===== config.mk =====
export PLATFORM = sky130hd
export DESIGN_NAME = cap_ctl
export DESIGN_NICKNAME = d
export VERILOG_FILES = /design/src/rtl/capctl_pkg.sv /design/src/rtl/cap_split.sv /design/src/rtl/cap_wptr.sv /design/src/rtl/cap_cnt.sv /design/src/rtl/cap_ctl.sv
export SDC_FILE = /design/constraint.sdc
export NUM_CORES = 1
export LEC_CHECK = 0
export ABC_AREA = 0
export BUFFER_PORTS_ARGS = -buffer_cell sky130_fd_sc_hd__buf_4
export CELL_PAD_IN_SITES_DETAIL_PLACEMENT = 1
export CELL_PAD_IN_SITES_GLOBAL_PLACEMENT = 2
export CORE_AREA = 5 5 110 138
export DETAILED_ROUTE_END_ITERATION = 10
export DIE_AREA = 0 0 115 143
export GPL_ROUTABILITY_DRIVEN = 0
export GPL_TIMING_DRIVEN = 0
export PLACE_DENSITY_LB_ADDON = 0.1
export SLEW_MARGIN = 20
export SYNTH_ARGS = -nofsm -noshare
export SYNTH_HDL_FRONTEND = slang
export SYNTH_SLANG_ARGS = --single-unit

===== constraint.sdc =====
create_clock -name clk -period 2.45 [get_ports clk]
set_input_delay 0.1225 -clock clk [delete_from_list [all_inputs] [get_ports clk]]
set_output_delay 0.1225 -clock clk [all_outputs]
set_load 0.05 [all_outputs]

===== src/rtl/capctl_pkg.sv =====
package capctl_pkg;
    typedef enum logic [2:0] {
        CS_IDLE,
        CS_FILL,
        CS_HUNT,
        CS_POST,
        CS_DONE
    } cap_state_e;
endpackage


===== src/rtl/cap_split.sv =====
// Decodes and holds the pre/post-trigger split, sampled at arm.
module cap_split #(
    parameter int ADDR_W   = 17,
    parameter int BLK_LOG2 = 13,
    localparam int NBLK    = 1 << (ADDR_W - BLK_LOG2),
    localparam int SEL_W   = $clog2(NBLK + 1),
    localparam int LEN_W   = ADDR_W + 1,
    localparam int DEPTH   = 1 << ADDR_W
) (
    input  logic             clk,
    input  logic             rst_n,
    input  logic             load,
    input  logic [SEL_W-1:0] sel,
    output logic [LEN_W-1:0] pre_next,
    output logic [LEN_W-1:0] post_len,
    output logic [ADDR_W-1:0] pre_ofs
);
    logic [SEL_W-1:0] sel_c;
    logic [LEN_W-1:0] pre_len;

    always_comb begin
        sel_c    = (sel > SEL_W'(NBLK)) ? SEL_W'(NBLK) : sel;
        pre_next = LEN_W'(sel_c) << BLK_LOG2;
    end

    always_ff @(posedge clk or negedge rst_n) begin
        if (!rst_n) pre_len <= '0;
        else if (load) pre_len <= pre_next;
    end

    assign post_len = LEN_W'(DEPTH) - pre_len;
    assign pre_ofs  = pre_len[ADDR_W-1:0];

    p_pre_bounded_r9: assert property (@(posedge clk) disable iff (!rst_n)
        pre_len <= LEN_W'(DEPTH));
endmodule


===== src/rtl/cap_wptr.sv =====
// Circular write pointer.
module cap_wptr #(
    parameter int ADDR_W = 17
) (
    input  logic              clk,
    input  logic              rst_n,
    input  logic              clear,
    input  logic              inc,
    output logic [ADDR_W-1:0] ptr
);
    always_ff @(posedge clk or negedge rst_n) begin
        if (!rst_n)     ptr <= '0;
        else if (clear) ptr <= '0;
        else if (inc)   ptr <= ptr + 1'b1;
    end
endmodule


===== src/rtl/cap_cnt.sv =====
// Shared down-counter for the fill quota and the post-trigger quota.
module cap_cnt #(
    parameter int W = 18
) (
    input  logic         clk,
    input  logic         rst_n,
    input  logic         load,
    input  logic [W-1:0] load_val,
    input  logic         dec,
    output logic         is_one
);
    logic [W-1:0] left;

    always_ff @(posedge clk or negedge rst_n) begin
        if (!rst_n)    left <= '0;
        else if (load) left <= load_val;
        else if (dec)  left <= left - 1'b1;
    end

    assign is_one = (left == W'(1));

    p_no_underflow_r5: assert property (@(posedge clk) disable iff (!rst_n)
        (dec && !load) |-> (left != '0));
endmodule


===== src/rtl/cap_ctl.sv =====
// Pre/post-trigger capture controller: top level and state machine.
module cap_ctl
    import capctl_pkg::*;
#(
    parameter int SAMPLE_W = 32,
    parameter int ADDR_W   = 17,
    parameter int BLK_LOG2 = 13,
    localparam int NBLK    = 1 << (ADDR_W - BLK_LOG2),
    localparam int SEL_W   = $clog2(NBLK + 1),
    localparam int LEN_W   = ADDR_W + 1
) (
    input  logic                clk,
    input  logic                rst_n,
    input  logic                arm,
    input  logic [SEL_W-1:0]    split_sel,
    input  logic                trig,
    input  logic                smp_stb,
    input  logic [SAMPLE_W-1:0] smp_data,
    output logic                mem_we,
    output logic [ADDR_W-1:0]   mem_addr,
    output logic [SAMPLE_W-1:0] mem_wdata,
    output logic                cap_done,
    output logic [ADDR_W-1:0]   start_ptr
);
    cap_state_e state, state_n;

    logic [LEN_W-1:0]  pre_next, post_len, cnt_val;
    logic [ADDR_W-1:0] pre_ofs, wptr;
    logic              cnt_load, cnt_dec, cnt_one, start_cap, capturing;

    cap_split #(.ADDR_W(ADDR_W), .BLK_LOG2(BLK_LOG2)) i_split (
        .clk(clk), .rst_n(rst_n), .load(arm), .sel(split_sel),
        .pre_next(pre_next), .post_len(post_len), .pre_ofs(pre_ofs)
    );

    cap_wptr #(.ADDR_W(ADDR_W)) i_wptr (
        .clk(clk), .rst_n(rst_n), .clear(arm), .inc(mem_we), .ptr(wptr)
    );

    cap_cnt #(.W(LEN_W)) i_cnt (
        .clk(clk), .rst_n(rst_n), .load(cnt_load), .load_val(cnt_val),
        .dec(cnt_dec), .is_one(cnt_one)
    );

    // State register
    always_ff @(posedge clk or negedge rst_n) begin
        if (!rst_n) state <= CS_IDLE;
        else        state <= state_n;
    end

    // Transitions: ARM, FILLED, TRIGGERED, TRIGGERED_FULL, LAST_WRITE
    always_comb begin
        state_n = state;
        if (arm) begin
            state_n = (pre_next == '0) ? CS_HUNT : CS_FILL;
        end else begin
            unique case (state)
                CS_IDLE: state_n = CS_IDLE;
                CS_FILL: if (smp_stb && cnt_one) state_n = CS_HUNT;
                CS_HUNT: if (trig) state_n = (post_len == '0) ? CS_DONE : CS_POST;
                CS_POST: if (smp_stb && cnt_one) state_n = CS_DONE;
                CS_DONE: state_n = CS_DONE;
            endcase
        end
    end

    // Outputs and datapath controls
    always_comb begin
        capturing = (state == CS_FILL) || (state == CS_HUNT) || (state == CS_POST);
        mem_we    = capturing && smp_stb && !arm;
        mem_addr  = wptr;
        mem_wdata = smp_data;
        start_cap = (state == CS_HUNT) && trig && !arm;
        cnt_load  = arm || start_cap;
        cnt_val   = arm ? pre_next : post_len;
        cnt_dec   = mem_we && ((state == CS_FILL) || (state == CS_POST));
        cap_done  = (state == CS_DONE);
    end

    always_ff @(posedge clk or negedge rst_n) begin
        if (!rst_n)         start_ptr <= '0;
        else if (start_cap) start_ptr <= wptr + ADDR_W'(smp_stb) - pre_ofs;
    end

    p_done_quiet_r10: assert property (@(posedge clk) disable iff (!rst_n)
        cap_done |-> !mem_we);
    p_addr_step_r3: assert property (@(posedge clk) disable iff (!rst_n)
        mem_we |=> (mem_addr == $past(mem_addr) + 1'b1));
    p_arm_clear_r2: assert property (@(posedge clk) disable iff (!rst_n)
        arm |=> (!cap_done && mem_addr == '0));
    p_fill_no_post_r4: assert property (@(posedge clk) disable iff (!rst_n)
        (state == CS_FILL) |=> (state != CS_POST));
    p_hold_r8: assert property (@(posedge clk) disable iff (!rst_n)
        (cap_done && !arm) |=> (cap_done && $stable(start_ptr)));
    p_full_pre_r7: assert property (@(posedge clk) disable iff (!rst_n)
        (start_cap && post_len == '0) |=> cap_done);
endmodule


---- Yosys cells after proc, flatten, opt, wreduce, memory -nomap -nowiden ----
Cells that the tools add are included.
word-level totals
  register bits after elaboration ......... 60
  bits in latches ......................... 0
  bits in writable memories ............... 0
  memory bits (read-only) ................. 0
  output and inout bits ................... 68
  memories kept ........................... 0
cells by class
  add/subtract/negate cells ............... 5
  multiply operators ...................... 0
  divide/modulo/power cells ............... 0
  magnitude comparators ................... 1
  equal/unequal tests ..................... 8
  shifts and indexed selects .............. 0
  multiplexer cells ....................... 13
  bitwise operators ....................... 0
  reductions and logical operators ........ 17
operators by type and width
  operator                                              count
  two-way mux 18 bit                                    3
  zero test 18 bit                                      2
  two-way mux 17 bit                                    2
  == test 18 x 1 -> 1 bit, second input constant        1
  subtractor 18 x 1 -> 18 bit, second input constant    1
  subtractor 18 bit, first input constant               1
  adder 17 x 1 -> 17 bit                                1
  adder 17 x 1 -> 17 bit, second input constant         1
  subtractor 17 bit                                     1
  two-way mux 3 bit                                     5
  one-hot mux 3 bit (5 select lines)                    1
  inequality test 3 bit, second input constant          3
  == test 3 x 2 -> 1 bit, second input constant         2
  logical AND 1 bit                                     6
  greater-than comparator 5 bit, second input constant  1
  two-way mux 5 bit                                     1
  logical OR 1 bit                                      4
  nonzero test 2 bit                                    2
  == test 3 x 1 -> 1 bit, second input constant         1
  == test 3 bit, second input constant                  1
  zero test 3 bit                                       1
  AND reduction 3 bit                                   1
  two-way mux 2 bit                                     1
  zero test 1 bit                                       1

---- Logic depth before layout (Yosys ltp) ----
  depth after elaboration ................. 8
  depth in mapped cells ................... 10
  gate-level depth less buffers ........... 10

---- Hierarchy ----
From an unflattened synthesis, not the netlist that was laid out.
second synthesis, totals
  cell total of the unflattened synthesis .. 547
  area, all modules ....................... 4928.5 um^2
by module, submodules not included
  module     instances  cells an instance  area each (um^2)  sequential area each (um^2)
  cap_ctl    1          282                2389.8            500.5
  cap_cnt    1          112                1058.5            450.4
  cap_wptr   1          85                 872.1             425.4
  cap_split  1          68                 608.1             125.1

---- Least setup slack after synthesis ----
Ideal clock, no wire load.
  kind .................................... register to register
  start point ............................. register i_wptr.ptr[2]
  end point ............................... register start_ptr[16]
  library setup time ...................... 0.129 ns
  arrival ................................. 2.355 ns
  data required time ...................... 2.321 ns
  slack ................................... -0.034 ns
  cell stages (with the launch flop) ...... 10
  clock period less this slack ............ 2.484 ns
  cell sequence ........................... dfrtp_1 inv_1 ha_1 or2_2 a21oi_1 nor3_1 o41ai_1 nor2_1 xnor2_1 o21ai_1
between the ends
  cells in the longest elaborated chain, start to end .. 2
RTL lines
  element                 line            source
  start, declared         cap_wptr.sv:9   output logic [ADDR_W-1:0] ptr
  start signal, assigned  cap_wptr.sv:14  else if (inc) ptr <= ptr + 1'b1;
  adder 17 x 1 -> 17 bit  cap_ctl.sv:82   else if (start_cap) start_ptr <= wptr + ADDR_W'(smp_stb) - pre_ofs;
  subtractor 17 bit       cap_ctl.sv:82
  end signal, assigned    cap_ctl.sv:82
  end, declared           cap_ctl.sv:23   output logic [ADDR_W-1:0] start_ptr
No other way between the ends.
A chain may end at the register's enable or synchronous reset.

---- Worst setup path after layout ----
  start point ............................. register i_wptr.ptr[0]
  end point ............................... register start_ptr[16]
Same word-level chain as after synthesis.

==> run metrics <==
Worst-Margin Slew 834 ps; HP Start split_sel[1]; Die X 115 µm; hpwl dp 8850 µm; WP data required 2650 ps; drt initial violations 79; drc violations 0; core outline area 13,700 µm²; FF+latch count, synth 60; layout cells sized above 1 27.7%; number of diodes 0; worst-path cell chain ha_1 -> inv_1 -> ha_1 -> or2_2 -> a21oi_4 -> nor3_4 -> o41ai_2 -> nor2_1 -> xnor2_1 -> o21ai_1; number of clock sinks 60; Buf+Inv Stages, Crit Path 1; Worst Setup End Kind register; VDD IR max 0.000249 V; Hold Path Cell Cnt 3; CP arrival between 2000 and 3000 ps; outcome completed; Cells after Synth 455; sequential-to-total area share from yosys stat 37.0%; CP startpoint kind register; Hold Vio Cnt, Final 0; Placed Instances 707; FF-to-FF path depth 10; Syn Area/Cell 8.91 µm²; Yosys cell types 51; family with the most delay on the worst path compound AO/OA/AOI/OAI gates; cell area after synthesis 4060 µm²; TritonCTS clock tree done; worst min path class primary input to register; most frequent cell after synthesis dfrtp_1; EDFF count, synth 0; Starting Density 29.6%; CTS root buf clkbuf_16; WS Path Type register to register; Ys Warns 0; clk_lat worst skew about 330 ps; Leakage Power ~0.0026 µW; Hold EP i_cnt.left[14]$_DFFE_PN0P_; Max Clk Rate 0.435 GHz; Synth area leaders dfrtp_1, ha_1, xnor2_1; H-tree Lvls 3; worst stage delay on the critical path 400 ps; vias in the first global route 3,680; Register-to-Register Setup Slack 150 ps; Overflow after GRT 0; first-pass detailed-route iteration total 4; Final min period 2300 ps; setup violators final 0; max cap viols 0; Synth Area in Compound Gates 12.3%; vias post-DR 3,387; clk buf depth 2; dominant synthesized flop cell dfrtp_1; register clock-pin slew on the reported worst setup and hold paths 60 ps; Synth Area in XOR/XNOR 9.07%; slew margin rel. 44.4%; reg2reg start i_wptr.ptr[0]$_DFFE_PN0P_; final WL approximately 11,000 µm; Fill cells 1,599; RR Endpoint start_ptr[16]$_DFFE_PN0P_; fin crit share 93.8%; Layout area overhead 28.8%; Slowest-stage cell, CP dfrtp_2; Die Y 143 µm; syn_nets approximately 530; Worst Skew 7.70 ps; crit-path max FO 5; Placement Rows 48; antenna viol nets, final 0; Synth Area in Adders around 11%; Power Total 3130 µW; largest family of logic cells by synthesized area simple AND/OR/NAND/NOR gates; multiplexer share of the synthesized area 0.802%; RSZ-0062 raised after global routing no; Cell Count, Final, Fillers Out 724; top cells by count, synth dfrtp_1, nand2_1, nor2_1; critical path depth in cells 10; Inserted Clock Buffers 9; most used cell, CP ha_1; simple-gate share of the synthesized area 20.3%; cell taking the most area after synthesis dfrtp_1; top cell type's share of synthesized area 37.0%; Max Slew Vio Count 0; WL/cell 15.6 µm; I/O Pins 110; largest net degree at the start of global routing 61; initial antenna violation count 0; power density over cell area between 500 and 600 nW/µm²; Total GRT Usage 14.3%; die area 16,400 µm²; PortBufs 77; first-pass GRT wire length 18,400 µm; FFs w/ async S/R, synth 100%; fin nets 621; vias per inst 4.68
==> area by class of cell <==
cell class,count,area (µm²),area share [%]
Buffer,40,272,5.20
Clock buffer,11,253,4.84
Clock inverter,5,50.0,0.958
Inverter,30,113,2.16
Multi-Input combinational cell,323,2210,42.3
Sequential cell,60,1510,28.8
Tap cell,175,219,4.19
Timing Repair Buffer,80,603,11.5
==> cells in the final DEF, fill, tap and decap left out, types with 3 or more instances in the layout <==
cell,netlist,final
a21o_1,3,3
a21oi_1,18,15
a31oi_1,3,3
and3_1,4,4
buf_4,32,111
clkbuf_1,9,7
clkbuf_16,0,9
clkinv_2,0,4
dfrtp_1,60,57
dfrtp_2,0,3
ha_1,35,33
inv_1,30,30
nand2_1,51,51
nand3_1,13,13
nand4_1,7,7
nor2_1,44,44
nor2b_1,5,5
nor3_1,8,7
nor4_1,4,4
o21a_1,5,5
o21ai_0,32,31
o21ai_1,5,6
o31ai_1,4,4
or3_1,4,4
xnor2_1,29,29
xor2_1,13,13
==> stage by stage <==
stage	hold WS [ps]	cell area (µm²)	TNS, ps	utilization [%]	setup slack [ps]
after floorplan	-173	4060	0	-	5.53
after global placement	278	4850	-466	35.5	-161
after detailed placement	285	4850	-638	35.5	-174
after CTS	60.6	5180	0	37.9	0.718
after global routing	88.9	5220	0	38.1	7.15
final	75.9	5220	0	38.1	151
==> registers in the layout, summed over array words and instances (netlist names) <==
name and cells:
state 3, i_cnt.left 18, start_ptr 17, i_wptr.ptr 17, i_split.pre_len 5
==> routing by layer <==
metal,part of all wire (%),global-route usage [%],vias up
met5,0,0,-
met4,1.6,5.38,0
met3,2.4,1.95,11
met2,57,27.7,42
met1,39,15.4,1633
li1,-,-,1701
==> kinds of logic (layout without fill, tap and decap cells) <==
| logic type | count (synthesis) | count (layout) |
|---|---|---|
| flip-flops | 60 | 60 |
| AND/OR/NAND/NOR | 159 | 159 |
| adder cells (fa/ha/maj) | 35 | 35 |
| AO/OA/AOI/OAI | 84 | 84 |
| multiplexers | 3 | 3 |
| buffers and inverters | 72 | 166 |
| XOR/XNOR | 42 | 42 |
==> repair_timing <==
item                                    CTS  global route
pin swaps                                 0             4
hold endpoints to repair                 60             0
gates cloned                              0             0
hold buffers                              1             0
setup buffers                             0             2
endpoints found under the setup margin    6             9
gates resized for setup                   5             7
==> worst max-delay path by stage <==
stage / to / startpoint
2_1_floorplan: start_ptr[16]$_DFFE_PN0P_ / i_wptr.ptr[1]$_DFFE_PN0P_
3_3_place_gp: start_ptr[16]$_DFFE_PN0P_ / i_wptr.ptr[1]$_DFFE_PN0P_
3_5_place_dp: start_ptr[9]$_DFFE_PN0P_ / i_wptr.ptr[1]$_DFFE_PN0P_
4_1_cts: start_ptr[14]$_DFFE_PN0P_ / i_wptr.ptr[3]$_DFFE_PN0P_
5_1_grt: start_ptr[16]$_DFFE_PN0P_ / i_wptr.ptr[0]$_DFFE_PN0P_
6_report: start_ptr[16]$_DFFE_PN0P_ / i_wptr.ptr[0]$_DFFE_PN0P_
==> report_power, final <==
| part | internal (µW) | total (µW) | leakage (µW) | switching, µW |
|---|---|---|---|---|
| logic | 274 | 714 | 0.00159 | 440 |
| clock network | 835 | 1290 | 0.000155 | 458 |
| registers | 1050 | 1120 | 0.000811 | 65.3 |
==> tightest hold or removal path: cells and delay by family <==
kind,cells,cell delay [ps]
and+or+nand+nor,2,170
buffers and inverters,1,80
Note: power is estimated with default switching activity, not from simulation.
